### config.mk
export PLATFORM = sky130hd
export DESIGN_NAME = prescaled_timer
export DESIGN_NICKNAME = d
export VERILOG_FILES = /design/src/rtl/tmr_pkg.sv /design/src/rtl/tmr_prescale.sv /design/src/rtl/tmr_counter.sv /design/src/rtl/tmr_flag.sv /design/src/rtl/prescaled_timer.sv
export SDC_FILE = /design/constraint.sdc
export NUM_CORES = 1
export LEC_CHECK = 0
export ABC_AREA = 1
export ABC_CLOCK_PERIOD_IN_PS = 1600
export BUFFER_PORTS_ARGS = -buffer_cell sky130_fd_sc_hd__buf_2
export CORE_MARGIN = 3
export CORE_UTILIZATION = 30
export CTS_CLUSTER_SIZE = 25
export DETAILED_ROUTE_END_ITERATION = 7
export GPL_TIMING_DRIVEN = 1
export PLACE_DENSITY = 0.52
export SYNTH_ARGS = -nofsm -noshare
export SYNTH_HDL_FRONTEND = slang
export SYNTH_SLANG_ARGS = --single-unit
### constraint.sdc
create_clock -name clk -period 1.6 [get_ports clk]
set_input_delay 0.4 -clock clk [delete_from_list [all_inputs] [get_ports clk]]
set_output_delay 0.4 -clock clk [all_outputs]
set_load 0.01 [all_outputs]
### src/rtl/tmr_pkg.sv
package tmr_pkg;

    localparam int unsigned NIB_W   = 4;
    localparam int unsigned NIB_CNT = 2;
    localparam int unsigned CNT_W   = NIB_W * NIB_CNT;
    localparam int unsigned EXP_MAX = 13;
    localparam int unsigned EXP_BAD = 6;

    typedef logic [CNT_W-1:0] cnt_t;
    typedef logic [NIB_W-1:0] nib_t;

    typedef struct packed {
        logic load;
        logic wr_lo;
        logic wr_hi;
        logic go;
        logic halt;
    } tmr_cmd_t;

    function automatic cnt_t nib_merge(input cnt_t cur, input nib_t nib,
                                       input logic lo, input logic hi);
        cnt_t r;
        r = cur;
        if (lo) r[NIB_W-1:0]     = nib;
        if (hi) r[CNT_W-1:NIB_W] = nib;
        return r;
    endfunction

    function automatic logic exp_legal(input int unsigned e);
        return (e <= EXP_MAX) && (e != EXP_BAD);
    endfunction

endpackage

### src/rtl/tmr_prescale.sv
module tmr_prescale #(
    parameter int unsigned EXP = 3
) (
    input  logic clk,
    input  logic rst,
    input  logic run,
    input  logic restart,
    output logic tick
);
    generate
        if (EXP == 0) begin : g_div1
            logic unused_pins;
            assign unused_pins = ^{clk, rst, restart};
            assign tick = run;
        end else begin : g_divn
            logic [EXP-1:0] phase;

            always_ff @(posedge clk) begin
                if (rst || restart || !run) phase <= '0;
                else                        phase <= phase + 1'b1;
            end

            assign tick = run && (phase == '1);

            // a start clears the phase, so no tick directly after it
            a_r1_restart_quiet: assert property (@(posedge clk) disable iff (rst)
                restart |=> !tick);
        end
    endgenerate
endmodule

### src/rtl/tmr_counter.sv
module tmr_counter
    import tmr_pkg::*;
(
    input  logic     clk,
    input  logic     rst,
    input  tmr_cmd_t cmd,
    input  cnt_t     load_val,
    input  nib_t     wr_nib,
    input  logic     tick,
    output cnt_t     cnt,
    output logic     running,
    output logic     ovf
);
    logic any_wr;
    assign any_wr = cmd.load | cmd.wr_lo | cmd.wr_hi;
    assign ovf    = tick && (cnt == '1) && !any_wr;

    always_ff @(posedge clk) begin
        if (rst) begin
            cnt     <= '0;
            running <= 1'b0;
        end else begin
            if (cmd.load)                    cnt <= load_val;
            else if (cmd.wr_lo || cmd.wr_hi) cnt <= nib_merge(cnt, wr_nib, cmd.wr_lo, cmd.wr_hi);
            else if (tick)                   cnt <= cnt + 1'b1;

            if (cmd.load || cmd.halt) running <= 1'b0;
            else if (cmd.go)          running <= 1'b1;
        end
    end

    a_r2_wrap_zero: assert property (@(posedge clk) disable iff (rst)
        ovf |=> (cnt == '0));

    a_r6_load_stops: assert property (@(posedge clk) disable iff (rst)
        cmd.load |=> (!running && cnt == $past(load_val)));

    a_r7_low_write_wins: assert property (@(posedge clk) disable iff (rst)
        (cmd.wr_lo && !cmd.load) |=> (cnt[NIB_W-1:0] == $past(wr_nib)));

    a_r9_halt_wins: assert property (@(posedge clk) disable iff (rst)
        cmd.halt |=> !running);

    a_r9_hold_idle: assert property (@(posedge clk) disable iff (rst)
        (!running && !any_wr) |=> $stable(cnt));
endmodule

### src/rtl/tmr_flag.sv
module tmr_flag (
    input  logic clk,
    input  logic rst,
    input  logic ovf,
    input  logic clr,
    output logic flag,
    output logic irq
);
    always_ff @(posedge clk) begin
        if (rst) begin
            flag <= 1'b0;
            irq  <= 1'b0;
        end else begin
            irq <= ovf;
            if (ovf)      flag <= 1'b1;
            else if (clr) flag <= 1'b0;
        end
    end

    a_r3_set_on_wrap: assert property (@(posedge clk) disable iff (rst)
        ovf |=> (flag && irq));

    a_r3_single_pulse: assert property (@(posedge clk) disable iff (rst)
        irq |=> !irq);

    a_r4_clear: assert property (@(posedge clk) disable iff (rst)
        (clr && !ovf) |=> !flag);
endmodule

### src/rtl/prescaled_timer.sv
module prescaled_timer
    import tmr_pkg::*;
#(
    parameter int unsigned PRESCALE_EXP = 3
) (
    input  logic             clk,
    input  logic             rst,
    input  logic             ld_en,
    input  logic [CNT_W-1:0] ld_val,
    input  logic             nib_wr_lo,
    input  logic             nib_wr_hi,
    input  logic [NIB_W-1:0] nib_in,
    input  logic             run_go,
    input  logic             run_halt,
    input  logic             rd_hi,
    output logic [NIB_W-1:0] nib_out,
    input  logic             ovf_test,
    input  logic             irq_ack,
    output logic             tmr_flag,
    output logic             irq_req
);
    // illegal exponents stop elaboration
    generate
        if (!exp_legal(PRESCALE_EXP)) begin : g_bad_exp
            $error("prescaled_timer: PRESCALE_EXP must be 0..13 and not 6");
        end
    endgenerate

    tmr_cmd_t cmd;
    cnt_t     count;
    logic     running;
    logic     tick;
    logic     ovf;

    assign cmd = '{load: ld_en, wr_lo: nib_wr_lo, wr_hi: nib_wr_hi,
                   go: run_go, halt: run_halt};

    tmr_prescale #(.EXP(PRESCALE_EXP)) u_pre (
        .clk     (clk),
        .rst     (rst),
        .run     (running),
        .restart (run_go),
        .tick    (tick)
    );

    tmr_counter u_cnt (
        .clk      (clk),
        .rst      (rst),
        .cmd      (cmd),
        .load_val (ld_val),
        .wr_nib   (nib_in),
        .tick     (tick),
        .cnt      (count),
        .running  (running),
        .ovf      (ovf)
    );

    tmr_flag u_flag (
        .clk  (clk),
        .rst  (rst),
        .ovf  (ovf),
        .clr  (ovf_test | irq_ack),
        .flag (tmr_flag),
        .irq  (irq_req)
    );

    assign nib_out = rd_hi ? count[CNT_W-1:NIB_W] : count[NIB_W-1:0];

    // coming out of reset everything is quiet
    a_r5_reset_quiet: assert property (@(posedge clk)
        rst |=> (!tmr_flag && !irq_req && nib_out == '0));
endmodule

==> results_dict.tcl, run 1 <==
set metrics [dict create \
    outcome "complete, no violations" \
    synth_ff_type "dfxtp_1" \
    ios 28 \
    grt-ovfl-total 0 \
    routed_wl_um 2216 \
    initial_utilization_pct 33.00 \
    tightest_slew_ns 0.2907 \
    critPathKind "reg -> out" \
    postRouteAntennaNets 0 \
    finalCritPeriodShare_pct 93.40 \
    first_pass_iters 4 \
    numCtsBuffers 3 \
    synth_nets 159 \
    clkSlewWorstSetupHoldPaths_ns 0.09 \
    holdBufCountCts 0 \
    nets 192 \
    rr_worst_depth 8 \
    synth_edf_count 0 \
    async_flop_share_pct 0 \
    fillers 286 \
    hpwl_um 1882 \
    routedWlPerCell_um 11.31 \
    syn2layout_area_growth_pct 25.11 \
    hp-class "in -> reg" \
    worstPathMaxFanout 5 \
    num_vias 942 \
    antennaDiodeCount 0 \
    cts_resized 0 \
    drc 0 \
    synth_top_area_share_pct 32.51 \
    clockBufferDepth 2 \
    stdcell_count 196 \
    fmax_ghz 0.6691 \
    numClockSinks 14 \
    arrival_ns 1.09 \
    yosys-top-cells-area "dfxtp_1 (33%), nand2_1 (14%), nor2_1 (8.3%), o21ai_0 (6.4%), a21oi_1 (5.8%)" \
    syn-instance-count 134 \
    cp-start-kind "flop" \
    final-setup-viol-count 0 \
    ys_warn_count 0 \
    clk_latency_ns 0.28 \
    drt_iter0_drc 20 \
    worstPathRequired_ns 1.20 \
    syn_avg_cell_area_um2 6.433 \
    dpl_cell_area_mm2 0.001042 \
    hold_path_depth 2 \
    finalHoldViolations 0 \
    htreeDepth 1 \
    ctsRootBufferMaster "clkbuf_4" \
    total_leakage_power_nw 0.5099 \
    portBuffers 27 \
    hold_start "run_halt" \
    peakVddDrop_uv 444.8 \
    ys_top_cells_by_count "nand2_1 (32), nor2_1 (19), dfxtp_1 (14)" \
    min_to "u_cnt.running" \
    fp-row-count 18 \
    dieHeight_um 59.61 \
    yosysTopAreaCell "dfxtp_1" \
    r2r-end "u_cnt.cnt[6]" \
    avgViaCountPerCell 4.806 \
    final_util_pct 41.28 \
    core_area_mm2 0.002613 \
    final_max_slew_viol_count 0 \
    powerDensity_mw_per_mm2 750.3 \
    final.min_clock_period_ns 1.494 \
    cts_tree "yes" \
    grt_pass1_vias 909 \
    r2r_setup_slack_ns 0.18 \
    final_area_mm2 0.001079 \
    cap_violations 0 \
    die_w_um 59.61 \
    skew_ns 0.002737 \
    seq_area_frac_synth_pct 32.51 \
    layout-drive-gt1-share_pct 28.31 \
    dieArea_mm2 0.003553 \
    synth_area_um2 862.1 \
    final.setup.tns_ns 0 \
    post_cts_buffers 0 \
    ys_types 20 \
    r2r-start "u_cnt.cnt[0]" \
    grt_max_degree 10 \
    yosysMostFrequentCell "nand2_1" \
    ys_ff_latch 14 \
    end_kind "output pin" \
    grt_pass1_wl_um 3753 \
    slew_headroom_pct 80.60 \
    grtUsageTotal_pct 13.83 \
    gp_congestion 0.7792 \
    dp.cells 192 \
    rsz0062_at_grt "no" \
    antenna_found_initial 0 \
    whs_ns 0.2760 \
]
-- power breakdown --
part           switching, mW  internal [mW]  total, mW
Sequential            0.0212          0.367      0.388
Combinational         0.0934         0.0692      0.163
Clock                  0.120          0.138      0.259
Total                  0.235          0.574      0.809
-- flip-flops by register name, indices dropped and copies added (netlist names) --
register,flops
u_cnt.cnt,8
u_pre.g_divn.phase,3
u_cnt.running,1
u_flag.flag,1
u_flag.irq,1
-- placed cells by master (no fill, tap or decap) --
cell type	n
a21oi_1	10
a21oi_2	3
buf_2	27
buf_4	1
clkbuf_4	3
clkbuf_8	1
dfxtp_1	14
ha_1	3
inv_1	12
inv_2	4
mux2_2	1
nand2_1	32
nand2_2	4
nand3_1	10
nand4_1	1
nor2_1	19
nor2_2	2
nor2_4	1
nor4_1	1
o21ai_0	11
o21ai_1	2
o21bai_1	1
o32ai_1	1
or2_0	2
-- worst max-delay path, cell delays in order (launching register included) --
cell and delay, ns:
dfxtp_1 0.43, inv_1 0.09, o21ai_0 0.14, buf_2 0.15
-- through the flow --
step	setup slack [ns]	total power [mW]
after floorplan	0.3451	0.4863
after global placement	0.2051	0.5567
after detailed placement	0.1934	0.5603
after CTS	0.09715	0.8211
after global routing	0.004347	0.8641
final	0.1055	0.8092
-- metal layers --
layer | GRT usage (%) | wire length [um] | vias to the layer above
met2 | 22.46 | 1011 | 20
met4 | 4.747 | 12 | 0
met3 | 1.961 | 112 | 2
li1 | - | - | 501
met5 | 0 | 0 | -
met1 | 18.64 | 1079 | 419
-- cell type report --
class | count | area (um2) | area share [%]
clock buffer | 4 | 36.28 | 3.364
timing repair buffer | 28 | 142.6 | 13.23
inverter | 16 | 60.06 | 5.568
tap | 30 | 37.54 | 3.480
sequential | 14 | 280.3 | 25.99
multi-input combinational | 104 | 521.8 | 48.38
-- cell families after synthesis --
logic type / after synthesis / synth area share, %
buf+inv: 16 / 6.966
simple gates: 72 / 36.58
flops: 14 / 32.51
compound gates: 28 / 18.29
mux: 1 / 1.306
fa+ha+maj: 3 / 4.355
-- how the worst max path moves through the flow --
stage	startpoint	end	slack, ns	cells past startpoint
finish	u_cnt.cnt[0]	nib_out[0]	0.11	3
global route	u_cnt.cnt[0]	nib_out[0]	0.004	3
CTS	u_cnt.cnt[0]	nib_out[0]	0.1	3
detailed placement	rd_hi	nib_out[2]	0.19	3
global placement	rd_hi	nib_out[2]	0.21	3
floorplan	u_pre.g_divn.phase[0]	u_cnt.cnt[4]	0.35	8
No activity file was read; power rests on OpenSTA's default activity.
==> inputs of run 2 (changes only) <==
--- a/config.mk
+++ b/config.mk
@@ -8,12 +8,13 @@
 export ABC_AREA = 1
 export ABC_CLOCK_PERIOD_IN_PS = 1600
 export BUFFER_PORTS_ARGS = -buffer_cell sky130_fd_sc_hd__buf_2
+export CORE_ASPECT_RATIO = 1.1
 export CORE_MARGIN = 3
-export CORE_UTILIZATION = 30
+export CORE_UTILIZATION = 49
 export CTS_CLUSTER_SIZE = 25
 export DETAILED_ROUTE_END_ITERATION = 7
 export GPL_TIMING_DRIVEN = 1
-export PLACE_DENSITY = 0.52
+export PLACE_DENSITY = 0.78
 export SYNTH_ARGS = -nofsm -noshare
 export SYNTH_HDL_FRONTEND = slang
 export SYNTH_SLANG_ARGS = --single-unit
==> results_dict.tcl, run 2 (synthesis gave the netlist of run 1 again) <==
set metrics [dict create \
    ios 28 \
    clk_latency_ns 0.29 \
    drt_iter0_drc 19 \
    drc 0 \
    nets 191 \
    syn2layout_area_growth_pct 22.35 \
    fmax_ghz 0.6671 \
    dieHeight_um 49.99 \
    hpwl_um 1697 \
    post_cts_buffers 0 \
    antennaDiodeCount 0 \
    dieArea_mm2 0.002299 \
    total_leakage_power_nw 0.5048 \
    finalCritPeriodShare_pct 93.69 \
    fp-row-count 15 \
    worstPathMaxFanout 4 \
    cts_resized 0 \
    cap_violations 0 \
    postRouteAntennaNets 0 \
    layout_common_cells "nand2_1 (32), buf_2 (27), nor2_1 (19), dfxtp_1 (14), inv_1 (12)" \
    rsz0062_at_grt "no" \
    avgViaCountPerCell 5.291 \
    initial_utilization_pct 53.41 \
    grt_pass1_wl_um 3532 \
    grt_max_degree 10 \
    skew_ns 0.0005911 \
    worstPathRequired_ns 1.20 \
    core_area_mm2 0.001614 \
    grt_pass1_vias 825 \
    slew_headroom_pct 80.41 \
    numClockSinks 14 \
    grt-ovfl-total 0 \
    routed_wl_um 2185 \
    critPathKind "reg -> out" \
    die_w_um 45.99 \
    end_kind "output pin" \
    r2r-start "u_cnt.cnt[1]" \
    antenna_found_initial 0 \
    final_max_slew_viol_count 0 \
    largest_register_ff_count 8 \
    cp-endpoint "nib_out[3]" \
    ctsRootBufferMaster "clkbuf_4" \
    fillers 157 \
    gp_congestion 0.8210 \
    r2r_setup_slack_ns 0.16 \
    final.min_clock_period_ns 1.499 \
    num_vias 963 \
    clockBufferDepth 2 \
    r2r-end "u_cnt.cnt[6]" \
    crit_path_start "u_cnt.cnt[3]" \
    peakVddDrop_uv 621.6 \
    arrival_ns 1.10 \
    final.setup.tns_ns 0 \
    rr_worst_depth 8 \
    cts_tree "yes" \
    routedWlPerCell_um 12.01 \
    numCtsBuffers 3 \
    powerDensity_mw_per_mm2 772.6 \
    outcome "complete, no violations" \
    grtUsageTotal_pct 20.79 \
    final-setup-viol-count 0 \
    layout-drive-gt1-share_pct 27.88 \
    power_mw 0.8149 \
    portBuffers 27 \
    finalHoldViolations 0 \
    holdBufCountCts 0 \
    clkSlewWorstSetupHoldPaths_ns 0.09 \
    hp-class "in -> reg" \
    htreeDepth 1 \
    tightest_slew_ns 0.2935 \
    regMostFlops "u_cnt.cnt" \
    final_common_cell "nand2_1" \
    largestRegisters "u_cnt.cnt (8), u_pre.g_divn.phase (3)" \
    cp-start-kind "flop" \
    first_pass_iters 4 \
    final_util_pct 65.35 \
]
run 2: per-stage QoR:
stage          hold WS, ns  setup WS, ns  instances  area, um2
4_1_cts             0.2791        0.1004        182       1055
2_1_floorplan       0.3990        0.3451        134      862.1
5_1_grt             0.2703       0.05313        182       1055
3_5_place_dp        0.4230        0.1956        178       1018
3_3_place_gp        0.4086        0.2077        178       1018
6_report            0.2716        0.1010        182       1055
run 2: worst min path at each step:
stage                                     start                    end  slack [ns]  depth (start not counted)
after CTS                              run_halt          u_cnt.running        0.28                          2
after global placement    u_pre.g_divn.phase[0]  u_pre.g_divn.phase[0]        0.41                          1
after floorplan           u_pre.g_divn.phase[0]  u_pre.g_divn.phase[0]        0.40                          1
after global routing                   run_halt          u_cnt.running        0.27                          2
final                                  run_halt          u_cnt.running        0.27                          2
after detailed placement  u_pre.g_divn.phase[0]  u_pre.g_divn.phase[0]        0.42                          1
run 2: report_power, final:
group | switching (mW) | leakage, nW | internal, mW
logic | 0.0926 | 0.369 | 0.0665
registers | 0.0229 | 0.115 | 0.367
clock network | 0.127 | 0.0210 | 0.139
total | 0.243 | 0.505 | 0.572
run 2: layout make-up:
cell class                 instances  area [um2]  share of cell area (%)
clock buffer                       4       36.28                   3.440
inverter                          16       60.06                   5.694
multi-input combinational        104       521.8                   49.47
sequential                        14       280.3                   26.57
tap                               17       21.27                   2.017
timing repair buffer              27       135.1                   12.81
run 2: critical path, stage by stage, from the launching register on:
cell	delay (ns)
dfxtp_1	0.39
inv_1	0.10
o21ai_0	0.16
buf_2	0.16
run 2: routing by layer:
metal	global-route usage (%)	wire, um	vias up
met5	0	0	-
met4	9.953	47	0
met3	2.190	134	5
met2	31.88	1030	36
met1	28.04	972	423
li1	-	-	499
==> inputs of run 3 (changes only) <==
--- a/config.mk
+++ b/config.mk
@@ -5,16 +5,16 @@
 export SDC_FILE = /design/constraint.sdc
 export NUM_CORES = 1
 export LEC_CHECK = 0
-export ABC_AREA = 1
 export ABC_CLOCK_PERIOD_IN_PS = 1600
 export BUFFER_PORTS_ARGS = -buffer_cell sky130_fd_sc_hd__buf_2
 export CORE_ASPECT_RATIO = 1.1
 export CORE_MARGIN = 3
-export CORE_UTILIZATION = 49
+export CORE_UTILIZATION = 45
 export CTS_CLUSTER_SIZE = 25
 export DETAILED_ROUTE_END_ITERATION = 7
 export GPL_TIMING_DRIVEN = 1
-export PLACE_DENSITY = 0.78
+export PLACE_DENSITY = 0.72
+export SLEW_MARGIN = 15
 export SYNTH_ARGS = -nofsm -noshare
 export SYNTH_HDL_FRONTEND = slang
 export SYNTH_SLANG_ARGS = --single-unit
==> results_dict.tcl, run 3 <==
set metrics [dict create \
    grt_pass1_wl_um 3891 \
    tightest_slew_ns 0.4454 \
    clkSlewWorstSetupHoldPaths_ns 0.09 \
    fp-row-count 15 \
    synth_edf_count 0 \
    crit_path_max_incr_delay_ns 0.34 \
    ys_top_cells_by_count "dfxtp_1 (14), nand2_1 (8), nor2_1 (7)" \
    finalCritPeriodShare_pct 98.49 \
    drc 0 \
    final_common_cell "buf_2" \
    seq_area_frac_synth_pct 32.89 \
    whs_ns 0.2810 \
    syn-instance-count 97 \
    hpwl_um 1700 \
    drt_iter0_drc 10 \
    gp_congestion 0.8944 \
    antenna_found_initial 0 \
    final.setup.tns_ns 0 \
    clockBufferDepth 2 \
    ctsRootBufferMaster "clkbuf_4" \
    syn_avg_cell_area_um2 8.784 \
    arrival_ns 1.18 \
    critPathKind "reg -> out" \
    slew_headroom_pct 70.00 \
    regMostFlops "u_cnt.cnt" \
    core_area_mm2 0.001670 \
    ys_types 39 \
    numCtsBuffers 3 \
    end_kind "output pin" \
    cts_tree "yes" \
    grt_use_met2_pct 33.48 \
    async_flop_share_pct 0 \
    dieArea_mm2 0.002452 \
    num_vias 900 \
    slowest_stage "dfxtp_2" \
    worstPathRequired_ns 1.20 \
    worstPathMaxFanout 5 \
    largest_register_ff_count 8 \
    synth_top_area_share_pct 32.89 \
    cp-start-kind "flop" \
    yosysTopAreaCell "dfxtp_1" \
    cap_violations 0 \
    ios 28 \
    grt_pass1_vias 844 \
    dpl_cell_area_mm2 0.001061 \
    final.min_clock_period_ns 1.576 \
    numClockSinks 14 \
    final_max_slew_viol_count 0 \
    total_leakage_power_nw 0.5006 \
    htreeDepth 1 \
    fmax_ghz 0.6346 \
    hp-class "in -> reg" \
    critical_path_buf_inv_count 2 \
    synth_nets 122 \
    power_mw 0.8362 \
    peakVddDrop_uv 469.7 \
    critical_path.top_delay_family "flip-flops" \
    nets 161 \
    initial_utilization_pct 51.01 \
    cp_cell_sequence "buf_4 -> mux2_2 -> buf_6" \
    avgViaCountPerCell 5.921 \
    holdBufCountCts 0 \
    skew_ns 0.002946 \
    busiest_layer "met2" \
    clk_latency_ns 0.28 \
    final-setup-viol-count 0 \
    ys_warn_count 0 \
    syn2layout_area_growth_pct 33.33 \
    postRouteAntennaNets 0 \
    rsz0062_at_grt "no" \
    ys_ff_latch 14 \
    grt-ovfl-total 0 \
    largestRegisters "u_cnt.cnt (8), u_pre.g_divn.phase (3)" \
    yosys-top-cells-area "dfxtp_1 (33%), mux2_2 (6.6%), ha_1 (4.4%), a21oi_1 (3.5%), a311o_1 (3.5%)" \
    portBuffers 27 \
    grt_max_degree 17 \
    routedWlPerCell_um 15.17 \
    die_w_um 47.49 \
    fillers 155 \
    routed_wl_um 2306 \
    outcome "complete, no violations" \
    final_area_mm2 0.001136 \
    finalHoldViolations 0 \
    use_met3_pct 4.844 \
    yosysMostFrequentCell "dfxtp_1" \
    synth_area_um2 852.1 \
    grtUsageTotal_pct 21.88 \
    pre_cts_ws_ns 0.04464 \
    dieHeight_um 51.64 \
    grt_util_met1_pct 28.24 \
    layout_common_cells "buf_2 (26), buf_4 (11), nand2_1 (8), dfxtp_1 (8), nor2_1 (7)" \
    powerDensity_mw_per_mm2 736.0 \
    layout-drive-gt1-share_pct 46.67 \
    synth_ff_type "dfxtp_1" \
    first_pass_iters 4 \
    layout_setup_ws_ns 0.02420 \
    antennaDiodeCount 0 \
]
## run 3: changes by cell type after synthesis, moves of 7 or more
cell     previous run  this run
nand2_1            32         8
nor2_1             19         7
o21ai_0            11         4
inv_1              12         1
nand3_1            10         0
## run 3: kinds of logic (layout without fill, tap and decap cells)
| group | count (synthesis) | in the layout | synth area share, % |
|---|---|---|---|
| buffers and inverters | 5 | 43 | 2.202 |
| flip-flops | 14 | 14 | 32.89 |
| adder cells (fa/ha/maj) | 3 | 3 | 4.406 |
| AO/OA/AOI/OAI | 31 | 31 | 27.31 |
| AND/OR/NAND/NOR | 38 | 38 | 25.41 |
| multiplexers | 6 | 6 | 7.782 |
## run 3: report_power, final
part | internal [mW] | switching, mW | leakage [nW]
Clock | 0.138 | 0.119 | 0.0210
Combinational | 0.0964 | 0.0916 | 0.363
Sequential | 0.368 | 0.0231 | 0.117
Total | 0.603 | 0.233 | 0.501
## run 3: repair_timing
item                                    CTS  global route
setup buffers                             0             2
gates resized for setup                   1             8
endpoints found under the setup margin    1             7
pin swaps                                 0             1
## run 3: worst paths after layout
| kind | start | endpoint | slack [ns] | cells after the start |
|---|---|---|---|---|
| hold / removal | run_halt | u_cnt.running | 0.28 | 2 |
| setup reg to reg | u_cnt.cnt[0] | u_cnt.cnt[5] | 0.05 | 5 |
| hold reg to reg | u_pre.g_divn.phase[0] | u_pre.g_divn.phase[0] | 0.40 | 1 |
| setup / recovery | u_cnt.cnt[0] | nib_out[0] | 0.02 | 3 |
## run 3: stage by stage
stage | util [%] | instances
2_1_floorplan | - | 97
3_3_place_gp | 63.52 | 146
3_5_place_dp | 63.52 | 146
4_1_cts | 65.77 | 150
5_1_grt | 68.02 | 152
6_report | 68.02 | 152
## run 3: final cells by class
type / count / area (um2) / area share [%]
clock buffers: 4 / 36.28 / 3.194
inverters: 1 / 3.754 / 0.3304
multi-input cells: 78 / 563.0 / 49.56
flip-flops and latches: 14 / 287.8 / 25.33
well taps: 17 / 21.27 / 1.872
repair buffers: 38 / 224.0 / 19.71
## run 3: worst reg2reg max path: stages, from the launching register on
cell and delay (ns):
dfxtp_2 0.36, buf_4 0.11, nand3_2 0.07, or3_1 0.33, a311o_1 0.37, a311oi_2 0.22
## run 3: routing by layer
| layer | share of wire, % | up-vias |
|---|---|---|
| met3 | 4.6 | 4 |
| li1 | - | 453 |
| met4 | 1.3 | 0 |
| met5 | 0 | - |
| met1 | 45 | 416 |
| met2 | 49 | 27 |
